[config.mk]
export PLATFORM = sky130hd
export DESIGN_NAME = twi_regport
export DESIGN_NICKNAME = d
export VERILOG_FILES = /design/src/rtl/twi_regport.sv
export SDC_FILE = /design/constraint.sdc
export NUM_CORES = 1
export LEC_CHECK = 0
export ABC_CLOCK_PERIOD_IN_PS = 2300
export BUFFER_PORTS_ARGS = -buffer_cell sky130_fd_sc_hd__buf_4
export CAP_MARGIN = 20
export CORE_UTILIZATION = 56
export CTS_CLUSTER_SIZE = 24
export DETAILED_ROUTE_END_ITERATION = 12
export PLACE_DENSITY = 0.82
export REMOVE_ABC_BUFFERS = 1
export SETUP_SLACK_MARGIN = 0.02
export SLEW_MARGIN = 20
export SYNTH_ARGS = -nofsm -noshare
export SYNTH_HDL_FRONTEND = slang
export SYNTH_SLANG_ARGS = --single-unit
[constraint.sdc]
create_clock -name clk -period 2.3 [get_ports clk]
set_input_delay 0.345 -clock clk [delete_from_list [all_inputs] [get_ports clk]]
set_output_delay 0.345 -clock clk [all_outputs]
set_load 0.1 [all_outputs]
[src/rtl/twi_regport.sv]
module twi_regport #(
  parameter int DW = 8,
  parameter int AW = 3,
  parameter logic [DW-2:0] DEV_ID = 7'h68,
  parameter int CLK_REGS = 7
) (
  input  logic          clk,
  input  logic          rst_n,
  input  logic          scl_i,
  input  logic          sda_i,
  input  logic          pwr_fail_i,
  output logic          sda_pull_o,
  output logic [AW-1:0] reg_addr_o,
  output logic [DW-1:0] reg_wdata_o,
  output logic          reg_we_o,
  input  logic [DW-1:0] reg_rdata_i,
  output logic          rd_busy_o
);
  localparam int CW = $clog2(DW + 1);
  localparam logic [CW-1:0] BITS = CW'(DW);
  localparam logic [AW-1:0] LAST_CLK = AW'(CLK_REGS - 1);
  localparam logic [1:0] K_ADR = 2'd0, K_WORD = 2'd1, K_DATA = 2'd2;

  typedef enum logic [2:0] {IDLE, RX, RACK, TX, TACK} st_t;

  st_t st;
  logic scl_q, sda_q, rw, mack, busy;
  logic [DW-1:0] sh;
  logic [CW-1:0] cnt;
  logic [1:0] kind;
  logic [AW-1:0] ptr;

  wire scl_rise = scl_i & ~scl_q;
  wire scl_fall = ~scl_i & scl_q;
  wire bus_start = scl_i & scl_q & sda_q & ~sda_i;
  wire bus_stop = scl_i & scl_q & ~sda_q & sda_i;

  assign reg_we_o = (st == RACK) && scl_rise && (kind == K_DATA) && !pwr_fail_i;
  assign reg_addr_o = ptr;
  assign reg_wdata_o = sh;
  assign sda_pull_o = (st == RACK) | ((st == TX) & ~sh[DW-1]);
  assign rd_busy_o = busy;

  always_ff @(posedge clk or negedge rst_n) begin
    if (!rst_n) begin
      st <= IDLE; scl_q <= 1'b1; sda_q <= 1'b1; rw <= 1'b0; mack <= 1'b0;
      busy <= 1'b0; sh <= '0; cnt <= '0; kind <= K_ADR; ptr <= '0;
    end else begin
      scl_q <= scl_i;
      sda_q <= sda_i;
      if (pwr_fail_i) begin
        st <= IDLE; ptr <= '0; busy <= 1'b0;
      end else if (bus_stop) begin
        st <= IDLE; busy <= 1'b0;
      end else if (bus_start) begin
        st <= RX; kind <= K_ADR; cnt <= '0;
      end else begin
        case (st)
          RX:
            if (scl_rise) begin
              sh <= {sh[DW-2:0], sda_i};
              cnt <= cnt + 1'b1;
            end else if (scl_fall && cnt == BITS) begin
              cnt <= '0;
              if (kind != K_ADR) st <= RACK;
              else if (sh[DW-1:1] == DEV_ID) begin
                st <= RACK; rw <= sh[0];
              end else st <= IDLE;
            end
          RACK:
            if (scl_rise) begin
              if (kind == K_WORD) ptr <= sh[AW-1:0];
              else if (kind == K_DATA) ptr <= ptr + 1'b1;
            end else if (scl_fall) begin
              if (kind == K_ADR && rw) begin
                st <= TX; sh <= reg_rdata_i;
                if (ptr <= LAST_CLK) busy <= 1'b1;
              end else begin
                st <= RX;
                kind <= (kind == K_ADR) ? K_WORD : K_DATA;
              end
            end
          TX:
            if (scl_rise) cnt <= cnt + 1'b1;
            else if (scl_fall) begin
              if (cnt == BITS) begin
                st <= TACK; cnt <= '0;
              end else sh <= {sh[DW-2:0], 1'b1};
            end
          TACK:
            if (scl_rise) begin
              mack <= ~sda_i;
              if (!sda_i) ptr <= ptr + 1'b1;
            end else if (scl_fall) begin
              if (mack) begin
                st <= TX; sh <= reg_rdata_i;
                if (ptr <= LAST_CLK) busy <= 1'b1;
              end else st <= IDLE;
            end
          default: st <= IDLE;
        endcase
      end
    end
  end
endmodule

==> qor.yml <==
status: "finished clean"
cts_tree: "built"
start_util_pct: 60.2
grt_start_max_net_pins: 26
core_um2: 2810
clock_latency_ns: 0.33
setup_tns_ns: 0
async_reset_ff_share_pct: 100
hold_path.class: "in -> reg"
crit_type: "reg -> out"
crit_chain: "nand2b_1, nor4_1, buf_4"
ys_seq_area_share_pct: 37.2
clock_skew_ns: 0.00524
area_growth_pct: 17.3
critPathBufInv: 1
die_area_um2: 3240
crit_fanout: 10
synth_area_um2: 1690
stdcell_area_um2: 1980
pin_count: 27
wirelength_mm: 3.89
vias: 1491
insertedDiodeCount: 0
synth_top_area_share_pct: 34.1
period_share_pct: 96.1
ant_nets: 0
die-width_um: 56.9
fillers: 227
clockBufferDepth: 2
max_freq_mhz: 452
relSlewSlack_pct: 66.9
peakVddDrop_uv: 907
cts_sinks: 25
max_stage_delay_ns: 0.52
tightest_slew_ns: 0.491
synthCells: 180
ys_seq_elements: 25
yosysTopAreaCell: "dfrtp_1"
critical_path_required_ns: 1.96
cts_buffers: 3
endpoint_kind: "primary output"
hold_viol: 0
rsz0062_at_grt: "false"
clkSlewWorstSetupHoldPaths_ns: 0.14
wire_per_inst_um: 16.1
cap_violations: 0
first_global_vias: 1408
p_per_area_nw_per_um2: 910
drtIter0Drc: 87
grtUsageTotal_pct: 25.8
start_kind: "flip-flop"
min_period_ns: 2.21
min-delay-start: "scl_i"
drtPass1Iterations: 4
maxSlewViolCount: 0
netlist_top_cells_area: "dfrtp_1 (34%), mux2_2 (11%), ha_1 (7.4%), o21ai_0 (4.4%), a21oi_1 (3.6%)"
place_area_um2: 1940
whs_ns: 0.133
ys.flop_type: "dfrtp_1"
die_h_um: 56.9
dp_hpwl_mm: 2.94
critPathArrivalTime_ns: 1.87
via_per_inst: 6.16
gp_congestion: 0.904
finalSetupViolations: 0
postCtsSetupBuffers: 0
syn_avg_cell_area_um2: 9.38
cp_slowest_cell: "dfrtp_1"
regToRegStartpoint: "st[2]"
ys_warn_count: 0
synth_cell_type_count: 49
synth_edf_count: 0
htreeDepth: 1
grt_pass1_wl_mm: 6.44
drc: 0
cp-startpoint: "st[2]"
fin_nets: 235
row_count: 19
overflow: 0
antenna_found_initial: 0
root_buffer: "clkbuf_4"
crit_family: "simple AND/OR/NAND/NOR gates"
io_buffers: 26
drive_above_1_share_pct: 29.4
leakage_nw: 0.912
## kinds of logic (layout without fill, tap and decap cells)
kind of cell               Yosys count  in the layout  share of synthesized area [%]
AOI/OAI and AO/OA                   54             54                           21.1
and+or+nand+nor                     54             54                           17.5
DFF                                 25             25                           37.2
buffers and inverters               19             50                           5.04
muxes                               17             17                           11.3
adders and majority gates           10             10                           7.41
xor gates and xnor gates             1              1                          0.519
## cell usage after synthesis, drive strengths merged (3+ instances only)
master and count:
nand2 15, nor3 4, a31oi 3, a211o 4, mux2 16, buf 5
inv 12, dfrtp 23, o21ai 15, a21oi 12, nor2 11, nor2b 3
ha 10, nand2b 8
## power breakdown
part | leakage (nW) | total (W) | internal [W] | switching (W)
combinational | 0.563 | 0.000972 | 0.000310 | 0.000662
sequential | 0.331 | 0.000627 | 0.000522 | 0.000105
clock | 0.0177 | 0.000203 | 0.0000654 | 0.000138
## cell usage in the layout (no fill, tap or decap), types with 3 or more instances in the layout
master / count
a31oi_1: 3
o21ai_0: 15
ha_1: 9
nor2_1: 11
nor2b_1: 3
nand2_1: 15
nand2b_1: 7
mux2_2: 16
buf_4: 33
clkbuf_4: 3
a211o_1: 4
dfrtp_1: 23
a21oi_1: 12
inv_1: 12
## registers in the layout, summed over array words and instances (netlist names)
name and flops:
st 3, reg_wdata_o 8, reg_addr_o 3, mack 1, scl_q 1, rw 1, cnt 4, rd_busy_o 1
sda_q 1, kind 2
## layer usage
metal / track usage [%] / part of all wire (%) / vias to the layer above
met1: 35.9 / 45 / 729
met5: 0 / 0 / -
met2: 41.0 / 49 / 38
li1: - / - / 718
met3: 3.92 / 4.0 / 6
met4: 9.41 / 1.5 / 0
## area by class of cell
cell class / instances / area (um2) / share of cell area (%)
tap: 31 / 38.8 / 1.96
multi-input combinational: 136 / 983 / 49.7
sequential: 25 / 628 / 31.7
clock inverter: 1 / 5.00 / 0.253
clock buffer: 3 / 22.5 / 1.14
timing repair buffer: 34 / 258 / 13.0
inverter: 12 / 45.0 / 2.27
## metrics by stage
step	instances	total power [W]	util, %	worst slack [ns]
2_1_floorplan	173	0.00134	-	-1.64
3_3_place_gp	237	0.00156	69.0	0.257
3_5_place_dp	237	0.00160	69.0	0.221
4_1_cts	242	0.00180	70.3	0.109
5_1_grt	242	0.00190	70.6	0.0597
6_report	242	0.00180	70.6	0.0892
## repair_timing
item | CTS | global route
gates resized for setup | 0 | 2
hold endpoints to repair | 23 | 0
hold buffers | 1 | 0
endpoints found under the setup margin | 0 | 2
## path summary, 6_finish.rpt
| check | to | slack, ns | cells past startpoint |
|---|---|---|---|
| min in group asynchronous | cnt[1] | 0.44 | 2 |
| max | reg_we_o | 0.09 | 3 |
| max in group asynchronous | sda_q | 1.57 | 2 |
| min | scl_q | 0.13 | 1 |
| max reg2reg | reg_wdata_o[6] | 0.19 | 5 |
| min reg2reg | cnt[2] | 0.52 | 1 |
Power figures use the tool's default switching activity.
